--- src/rtl/xbus_pkg.sv ---
package xbus_pkg;
    typedef enum logic [1:0] {
        ST_IDLE,
        ST_FETCH,
        ST_READ,
        ST_WRITE
    } bus_state_t;
endpackage

--- src/rtl/xbus_phase.sv ---
// Phase counter: PH_PER_MC clock phases make one machine cycle.
module xbus_phase #(
    parameter int PH_PER_MC = 8,
    parameter int PH_W      = $clog2(PH_PER_MC)
) (
    input  logic            clk,
    input  logic            rst,
    output logic [PH_W-1:0] phase,
    output logic            mc_end
);
    assign mc_end = (phase == PH_W'(PH_PER_MC - 1));

    always_ff @(posedge clk) begin
        if (rst)         phase <= '0;
        else if (mc_end) phase <= '0;
        else             phase <= phase + 1'b1;
    end
endmodule

--- src/rtl/xbus_mccnt.sv ---
// Machine-cycle counter within one access; the limit is loaded at start.
module xbus_mccnt #(
    parameter int MC_W = 4
) (
    input  logic            clk,
    input  logic            rst,
    input  logic            start,
    input  logic [MC_W-1:0] lim_in,
    input  logic            adv,
    output logic            first,
    output logic            last
);
    logic [MC_W-1:0] cnt_q;
    logic [MC_W-1:0] lim_q;

    assign first = (cnt_q == '0);
    assign last  = (cnt_q == lim_q);

    always_ff @(posedge clk) begin
        if (rst) begin
            cnt_q <= '0;
            lim_q <= '0;
        end else if (start) begin
            cnt_q <= '0;
            lim_q <= lim_in;
        end else if (adv) begin
            cnt_q <= cnt_q + 1'b1;
        end
    end
endmodule

--- src/rtl/xbus_fsm.sv ---
// Access state machine: arbitration, latching, strobes, port control, capture.
module xbus_fsm
    import xbus_pkg::*;
#(
    parameter int ADDR_W      = 16,
    parameter int DATA_W      = 8,
    parameter int STRETCH_W   = 3,
    parameter int PH_PER_MC   = 8,
    parameter int ALE_PH      = 3,
    parameter int MIN_DATA_MC = 2,
    parameter int PH_W        = $clog2(PH_PER_MC),
    parameter int MC_W        = 4
) (
    input  logic                 clk,
    input  logic                 rst,
    input  logic [PH_W-1:0]      phase,
    input  logic                 mc_end,
    input  logic                 mc_first,
    input  logic                 mc_last,
    input  logic                 req_fetch,
    input  logic                 req_rd,
    input  logic                 req_wr,
    input  logic [ADDR_W-1:0]    addr,
    input  logic [DATA_W-1:0]    wdata,
    input  logic [STRETCH_W-1:0] stretch,
    input  logic                 ale_off,
    input  logic [DATA_W-1:0]    port_in,
    output logic                 start,
    output logic [MC_W-1:0]      lim,
    output logic                 adv,
    output logic                 ale,
    output logic                 psen_n,
    output logic                 rd_n,
    output logic                 wr_n,
    output logic                 port_oe,
    output logic [DATA_W-1:0]    port_out,
    output logic [ADDR_W-DATA_W-1:0] addr_hi,
    output logic [DATA_W-1:0]    rdata,
    output logic                 done
);
    localparam logic [PH_W-1:0] CAP_PH = PH_W'(PH_PER_MC - 2);

    bus_state_t st_q, st_d;
    logic [ADDR_W-1:0] addr_q;
    logic [DATA_W-1:0] wdat_q;
    logic [DATA_W-1:0] rdat_q;

    logic busy, seq_end, take, addr_ph, strobe_win, capture;
    logic [MC_W-1:0] data_lim;

    assign busy       = (st_q != ST_IDLE);
    assign seq_end    = busy && mc_last && mc_end;
    assign take       = mc_end && (!busy || mc_last) && (req_rd || req_wr || req_fetch);
    assign addr_ph    = busy && mc_first && (phase < PH_W'(ALE_PH));
    assign strobe_win = busy && !addr_ph && !seq_end;
    assign adv        = busy && mc_end && !mc_last;
    assign data_lim   = MC_W'(MIN_DATA_MC - 1) + MC_W'(stretch);
    assign capture    = ((st_q == ST_FETCH) || (st_q == ST_READ)) && mc_last && (phase == CAP_PH);

    // next-state and arbitration: read, then write, then fetch
    always_comb begin
        st_d  = st_q;
        start = 1'b0;
        lim   = '0;
        if (take) begin
            start = 1'b1;
            if (req_rd) begin
                st_d = ST_READ;
                lim  = data_lim;
            end else if (req_wr) begin
                st_d = ST_WRITE;
                lim  = data_lim;
            end else begin
                st_d = ST_FETCH;
            end
        end else if (seq_end) begin
            st_d = ST_IDLE;
        end
    end

    // state register
    always_ff @(posedge clk) begin
        if (rst) st_q <= ST_IDLE;
        else     st_q <= st_d;
    end

    // access operands and read capture
    always_ff @(posedge clk) begin
        if (rst) begin
            addr_q <= '0;
            wdat_q <= '0;
            rdat_q <= '0;
        end else begin
            if (start) begin
                addr_q <= addr;
                wdat_q <= wdata;
            end
            if (capture) rdat_q <= port_in;
        end
    end

    // outputs
    always_comb begin
        ale      = 1'b1;
        psen_n   = 1'b1;
        rd_n     = 1'b1;
        wr_n     = 1'b1;
        port_oe  = 1'b0;
        port_out = '0;
        unique case (st_q)
            ST_IDLE: begin
                ale = ale_off || (phase < PH_W'(ALE_PH));
            end
            ST_FETCH: begin
                ale    = addr_ph;
                psen_n = !strobe_win;
            end
            ST_READ: begin
                ale  = addr_ph;
                rd_n = !strobe_win;
            end
            ST_WRITE: begin
                ale     = addr_ph;
                wr_n    = !strobe_win;
                port_oe = 1'b1;
                port_out = wdat_q;
            end
            default: ;
        endcase
        if (addr_ph) begin
            port_oe  = 1'b1;
            port_out = addr_q[DATA_W-1:0];
        end
        if (rst) begin
            ale     = 1'b1;
            port_oe = 1'b0;
            psen_n  = 1'b1;
            rd_n    = 1'b1;
            wr_n    = 1'b1;
        end
    end

    assign addr_hi = addr_q[ADDR_W-1:DATA_W];
    assign rdata   = rdat_q;
    assign done    = seq_end && !rst;
endmodule

--- src/rtl/xbus_seq.sv ---
module xbus_seq #(
    parameter int ADDR_W      = 16,
    parameter int DATA_W      = 8,
    parameter int STRETCH_W   = 3,
    parameter int PH_PER_MC   = 8,
    parameter int ALE_PH      = 3,
    parameter int MIN_DATA_MC = 2
) (
    input  logic                 clk,
    input  logic                 rst,
    input  logic                 req_fetch,
    input  logic                 req_rd,
    input  logic                 req_wr,
    input  logic [ADDR_W-1:0]    addr,
    input  logic [DATA_W-1:0]    wdata,
    input  logic [STRETCH_W-1:0] stretch,
    input  logic                 ale_off,
    input  logic [DATA_W-1:0]    port_in,
    output logic                 ale,
    output logic                 psen_n,
    output logic                 rd_n,
    output logic                 wr_n,
    output logic                 port_oe,
    output logic [DATA_W-1:0]    port_out,
    output logic [ADDR_W-DATA_W-1:0] addr_hi,
    output logic [DATA_W-1:0]    rdata,
    output logic                 done
);
    localparam int PH_W = $clog2(PH_PER_MC);
    localparam int MC_W = $clog2(MIN_DATA_MC + (1 << STRETCH_W));

    logic [PH_W-1:0] phase;
    logic            mc_end, mc_first, mc_last, start, adv;
    logic [MC_W-1:0] lim;

    xbus_phase #(.PH_PER_MC(PH_PER_MC), .PH_W(PH_W)) u_phase (
        .clk(clk), .rst(rst), .phase(phase), .mc_end(mc_end)
    );

    xbus_mccnt #(.MC_W(MC_W)) u_mccnt (
        .clk(clk), .rst(rst), .start(start), .lim_in(lim), .adv(adv),
        .first(mc_first), .last(mc_last)
    );

    xbus_fsm #(
        .ADDR_W(ADDR_W), .DATA_W(DATA_W), .STRETCH_W(STRETCH_W),
        .PH_PER_MC(PH_PER_MC), .ALE_PH(ALE_PH), .MIN_DATA_MC(MIN_DATA_MC),
        .PH_W(PH_W), .MC_W(MC_W)
    ) u_fsm (
        .clk(clk), .rst(rst), .phase(phase), .mc_end(mc_end),
        .mc_first(mc_first), .mc_last(mc_last),
        .req_fetch(req_fetch), .req_rd(req_rd), .req_wr(req_wr),
        .addr(addr), .wdata(wdata), .stretch(stretch), .ale_off(ale_off),
        .port_in(port_in), .start(start), .lim(lim), .adv(adv),
        .ale(ale), .psen_n(psen_n), .rd_n(rd_n), .wr_n(wr_n),
        .port_oe(port_oe), .port_out(port_out), .addr_hi(addr_hi),
        .rdata(rdata), .done(done)
    );
endmodule

--- config.mk ---
export PLATFORM = sky130hd
export DESIGN_NAME = xbus_seq
export DESIGN_NICKNAME = d
export VERILOG_FILES = /design/src/rtl/xbus_pkg.sv /design/src/rtl/xbus_phase.sv /design/src/rtl/xbus_mccnt.sv /design/src/rtl/xbus_fsm.sv /design/src/rtl/xbus_seq.sv
export SDC_FILE = /design/constraint.sdc
export NUM_CORES = 1
export LEC_CHECK = 0
export CAP_MARGIN = 15
export CORE_AREA = 2 2 76 78
export DETAILED_ROUTE_END_ITERATION = 6
export DIE_AREA = 0 0 78 80
export DONT_BUFFER_PORTS = 1
export GPL_TIMING_DRIVEN = 0
export PLACE_DENSITY_LB_ADDON = 0.3
export SLEW_MARGIN = 40
export SYNTH_ARGS = -nofsm -noshare
export SYNTH_HDL_FRONTEND = slang
export SYNTH_SLANG_ARGS = --single-unit
export TNS_END_PERCENT = 10
--- constraint.sdc ---
create_clock -name clk -period 2.3 [get_ports clk]
set_clock_uncertainty 0.05 [all_clocks]
set_input_delay 0.46 -clock clk [delete_from_list [all_inputs] [get_ports clk]]
set_output_delay 0.46 -clock clk [all_outputs]
set_load 0.01 [all_outputs]
---- Word-level counts from Yosys, hierarchy flattened ----
Index checks and enable logic that the tools add are counted.
storage, ports and cells
  flip-flop bits (word level) ............. 45
  input port bits ......................... 41
  output and inout bits ................... 30
  word-level logic and storage cells ...... 69
cells by class
  add/sub/neg operators ................... 3
  magnitude comparators ................... 1
  equal/unequal tests ..................... 6
  multiplexer cells ....................... 21
  reduce and logical (&&, ||, !) cells .... 31
operators with widths
  kind                                                                   count
  8-bit 2-to-1 mux                                                       2
  1-bit logical AND                                                      13
  4-bit 2-to-1 mux                                                       3
  1-bit 2-to-1 mux                                                       11
  2-bit 2-to-1 mux                                                       4
  3-bit equality test, second input constant                             2
  1-bit zero test                                                        6
  1-bit logical OR                                                       5
  1-bit by 3-bit adder with 4-bit output, first input constant           1
  4-bit by 1-bit adder with 4-bit output, second input constant          1
  2-bit equality test, second input constant                             2
  4-bit equality test                                                    1
  4-bit zero test                                                        1
  2-bit nonzero test                                                     2
  2-bit OR reduction                                                     2
  3-bit by 1-bit adder with 3-bit output, second input constant          1
  3-bit by 2-bit < comparator with 1-bit output, second input constant   1
  3-bit OR reduction                                                     1
  2-bit by 1-bit equality test with 1-bit output, second input constant  1
  2-bit zero test                                                        1
  1-bit case mux with 2 select lines                                     1

---- Logic depth before layout (Yosys ltp) ----
  depth in word-level cells ............... 9
  gate-level depth with buffers ........... 7

---- Modules after synthesis ----
Synthesis repeated with hierarchy kept, for this count alone.
unflattened totals
  cell total of the unflattened synthesis .. 263
  area total of the unflattened synthesis .. 2308.5 sq um
by module, submodules not included
  module      times used  cells each  area each (sq um)  sequential area each (sq um)
  xbus_fsm    1           216         1816.7             680.7
  xbus_mccnt  1           39          386.6              160.2
  xbus_phase  1           8           105.1              60.1

---- Worst setup path after synthesis ----
OpenSTA, ideal clock, no wires.
  kind .................................... flip-flop to output port
  start point ............................. register u_fsm.st_q[0]
  end point ............................... output ale
  arrival time ............................ 1608 ps
  data required time ...................... 1790 ps
  setup slack ............................. 182 ps
  cell stages (with the launch flop) ...... 8
  cells stage by stage .................... dfxtp_1 -> inv_1 -> ha_1 -> nor4b_1 -> and2_1 -> clkbuf_1 -> o22ai_1 -> nand2b_1
on the way
  cells in the longest elaborated chain, start to end .. 5
  elaborated cells on any way between the ends .. 10
  classes of those cells .................. 3 x eq/ne; 2 x mux; 5 x reduce/logical
ends and longest elaborated chain
  what                                                                        RTL line         source
  from (decl)                                                                 xbus_fsm.sv:43   bus_state_t st_q, st_d;
  from (signal assigned)                                                      xbus_fsm.sv:84   else st_q <= st_d;
  parallel branches: the longest is 3 deep, another holds 3-bit OR reduction  n/a
  1-bit case mux with 2 select lines *                                        xbus_fsm.sv:110  unique case (st_q)
  1-bit 2-to-1 mux *                                                          xbus_fsm.sv:134  if (rst) begin
  to (decl)                                                                   xbus_seq.sv:19   output logic ale,
Mark *: on every way between the ends.

---- Worst setup path after layout ----
  start point ............................. register u_fsm.st_q[0]
  end point ............................... output port_out[5]
on the way
  cells in the longest elaborated chain, start to end .. 4
  elaborated cells on any way between the ends .. 6
  classes of those cells .................. 1 x eq/ne; 2 x mux; 3 x reduce/logical
ends and longest elaborated chain
  what                             RTL line         source
  2-bit nonzero test               xbus_fsm.sv:51   assign busy = (st_q != ST_IDLE);
  1-bit logical AND (2 in series)  xbus_fsm.sv:54   assign addr_ph = busy && mc_first && (phase < PH_W'(ALE_PH));
  8-bit 2-to-1 mux *               xbus_fsm.sv:130  if (addr_ph) begin
  to (decl)                        xbus_seq.sv:24   output logic [DATA_W-1:0] port_out,
Mark *: on every way between the ends. The rest lies on a longest branch, timed or not.

==> impl_metrics.env <==
export IMPL_status="finished, final reports clean"
export IMPL_setup_viol=0
export IMPL_dp_hpwl_um=3750
export IMPL_min_path_type="in2reg"
export IMPL_ir_worst_vdd_mv=0.246
export IMPL_nets=327
export IMPL_die_h_um=80
export IMPL_synth_edf_count=0
export IMPL_p_int_w=0.00103
export IMPL_clk_pin_slew_ns=0.09
export IMPL_wl_per_cell_um=15.7
export IMPL_crit_path_frequent_cell="nand2_2"
export IMPL_worst_path_max_fanout=5
export IMPL_syn_area_mm2=0.00236
export IMPL_arrival_ns=1.77
export IMPL_cap_violations=0
export IMPL_antenna_found_initial=0
export IMPL_ys_types=36
export IMPL_pwr_share_clk=0.356
export IMPL_yosys_warnings=0
export IMPL_p_total_w=0.00135
export IMPL_multi_input_area_mm2=0.00142
export IMPL_drc=0
export IMPL_drt_iter0_drc=53
export IMPL_cts_buffers=5
export IMPL_postCtsHoldBufs=0
export IMPL_fin_crit_sh=0.993
export IMPL_cts_tree="built"
export IMPL_startpoint_type="flop"
export IMPL_h_tree_depth=2
export IMPL_dieArea_mm2=0.00624
export IMPL_overflow=0
export IMPL_postPlaceCellArea_mm2=0.00245
export IMPL_p_comb_frac=0.060
export IMPL_num_fill_cells=540
export IMPL_hold_violations=0
export IMPL_final_seq_area_um2=908
export IMPL_path_buf_inv=2
export IMPL_viasPerCell=5.29
export IMPL_slew_viol_final=0
export IMPL_first_global_vias=1807
export IMPL_die_x_um=78
export IMPL_required_ns=1.79
export IMPL_worst_pin_slew_ns=0.674
export IMPL_cp_cell_sequence="inv_2 > ha_4 > nor4b_4 > nand2_2 > buf_6 > nand3_1 > nand2_2"
export IMPL_dr_total_vias=1841
export IMPL_synth_seq_area_share=0.382
export IMPL_start_util=0.436
export IMPL_async_reset_ff_frac=0
export IMPL_syn2layout_area_growth_pct=15.0
export IMPL_fin_area_mm2=0.00271
export IMPL_critPathMaxStageDelay_ns=0.37
export IMPL_grt_max_degree=14
export IMPL_grt_pass1_wl_um=8540
export IMPL_swShare=0.235
export IMPL_port_buffers=0
export IMPL_synth_area_per_cell_um2=8.90
export IMPL_crit_type="reg2out"
export IMPL_clock_latency_ns=0.30
export IMPL_ys_seq_elements=45
export IMPL_critPathSlowestCell="nor4b_4"
export IMPL_clockBufferDepth=2
export IMPL_drive_above_1_share=0.232
export IMPL_cts_sinks=45
export IMPL_critPathCaptureType="output port"
export IMPL_track_usage=0.175
export IMPL_fp_coreArea_mm2=0.00541
export IMPL_rows=27
export IMPL_path_delay_family="simple AND/OR/NAND/NOR gates"
export IMPL_io_pins=71
export IMPL_power_switching_w=0.000318
export IMPL_synth_ff_type="dfxtp_1"
export IMPL_leakage_nw=0.938
export IMPL_ant_nets=0
export IMPL_hold_ws_ns=0.193
export IMPL_grt_setup_unrepaired="yes"
export IMPL_min_period_ns=2.28
export IMPL_syn_num_nets=317
export IMPL_cts_root_buf="clkbuf_8"
export IMPL_routabilityCongestion=0.750
export IMPL_drt_total_wl_um=5470
export IMPL_n_antenna_cell=0
export IMPL_first_pass_iters=4
export IMPL_fmaxAchievable_mhz=438
export IMPL_netlist_instances=265
export IMPL_max_slew_margin=0.551
export IMPL_pwr_share_seq=0.585
export IMPL_power_density_mw_per_mm2=498
path summary, 6_finish.rpt:
kind                          from          endpoint  slack [ns]  depth (start not counted)
hold reg to reg   u_fsm.addr_q[14]  u_fsm.addr_q[14]        0.43                          2
setup reg to reg  u_phase.phase[0]   u_fsm.wdat_q[1]        0.24                          6
hold / removal          stretch[0]  u_mccnt.lim_q[0]        0.19                          1
setup / recovery     u_fsm.st_q[0]       port_out[5]        0.02                          7
what timing repair did:
item | in CTS | in global routing
setup endpoints to repair | 14 | 14
buffers inserted | 0 | 3
endpoints found under the hold margin | 0 | 0
gates resized for setup | 15 | 31
pin swaps | 0 | 11
gates cloned | 0 | 2
cells by family after synthesis:
family	Yosys count	synth area share
flip-flops	45	0.382
multiplexers	26	0.113
buffers and inverters	32	0.0743
adder cells (fa/ha/maj)	11	0.0584
AND/OR/NAND/NOR	112	0.265
AO/OA/AOI/OAI	33	0.0849
XOR/XNOR	6	0.0223
cells in the final DEF, fill, tap and decap left out, types with 2 or more instances in the layout:
cell,Yosys,layout
o21ai_0,11,11
nand2_2,0,8
clkbuf_8,0,5
mux2i_1,25,25
nand3_1,19,14
nand2b_1,50,50
clkinv_2,0,2
o31ai_1,2,2
dfxtp_1,45,39
nor3_1,3,2
clkbuf_2,1,2
nand2_1,19,11
xnor2_1,6,2
clkbuf_1,9,7
a21oi_1,11,11
and2_4,0,2
o22ai_1,5,4
nor2_4,0,2
ha_1,11,10
buf_8,2,2
buf_6,0,2
nand4_1,4,4
xnor2_2,0,4
inv_2,0,2
dfxtp_2,0,6
nand3_2,0,5
buf_4,8,11
inv_1,10,8
nor2_1,7,5
worst register-to-register path, delay by kind of cell (launching register included):
family / cells / cell delay [ns]
DFF: 1 / 0.39
AOI/OAI and AO/OA: 1 / 0.18
adders and majority gates: 2 / 0.50
and+or+nand+nor: 1 / 0.45
buffers and inverters: 1 / 0.23
muxes: 1 / 0.20
cell usage after synthesis (2+ instances only):
cell | count | area, um2
nand2_1 | 19 | 71.3
nand2b_1 | 50 | 313
nand4_1 | 4 | 25.0
nand3_1 | 19 | 95.1
xnor2_1 | 6 | 52.6
inv_1 | 10 | 37.5
o21ai_0 | 11 | 55.1
a21oi_1 | 11 | 55.1
nor2_1 | 7 | 26.3
ha_1 | 11 | 138
dfxtp_1 | 45 | 901
buf_4 | 8 | 60.1
mux2i_1 | 25 | 250
nor3_1 | 3 | 15.0
clkbuf_1 | 9 | 33.8
o31ai_1 | 2 | 15.0
buf_8 | 2 | 30.0
o22ai_1 | 5 | 31.3
power groups by stage:
stage               sequential, W  clock, W  combinational [W]
CTS                      0.000790  0.000493          0.0000760
floorplan                0.000807         0          0.0000589
global route             0.000792  0.000526          0.0000905
finish                   0.000790  0.000480          0.0000808
detailed placement       0.000808         0          0.0000746
global placement         0.000808         0          0.0000731
final cells by class:
class | count | share of cell area
Inverter | 10 | 0.0138
Tap cell | 72 | 0.0332
Timing Repair Buffer | 4 | 0.0125
Clock buffer | 6 | 0.0268
Clock inverter | 2 | 0.00369
Sequential cell | 45 | 0.335
Buffer | 20 | 0.0508
Multi-Input combinational cell | 189 | 0.524
metal layers:
layer,wire length [um],up-vias,GRT usage
li1,-,907,-
met1,2450,863,0.216
met2,2550,62,0.283
met3,372,9,0.0532
met4,91,0,0.0737
met5,0,-,0
state kept, by name, summed over array words and instances, names as in the netlist:
signal         cells
u_fsm.addr_q      16
u_fsm.rdata        8
u_fsm.wdat_q       8
u_mccnt.cnt_q      4
u_mccnt.lim_q      4
u_phase.phase      3
u_fsm.st_q         2
through the flow:
stage	utilization	worst slack [ns]	TNS, ns	instances
after floorplan	-	0.182	0	265
after global placement	0.453	-0.205	-1.33	337
after detailed placement	0.453	-0.171	-1.05	337
after CTS	0.478	0.00407	0	344
after global routing	0.502	-0.0541	-0.423	348
final	0.502	0.0165	0	348
Note: power is estimated with default switching activity, not from simulation.
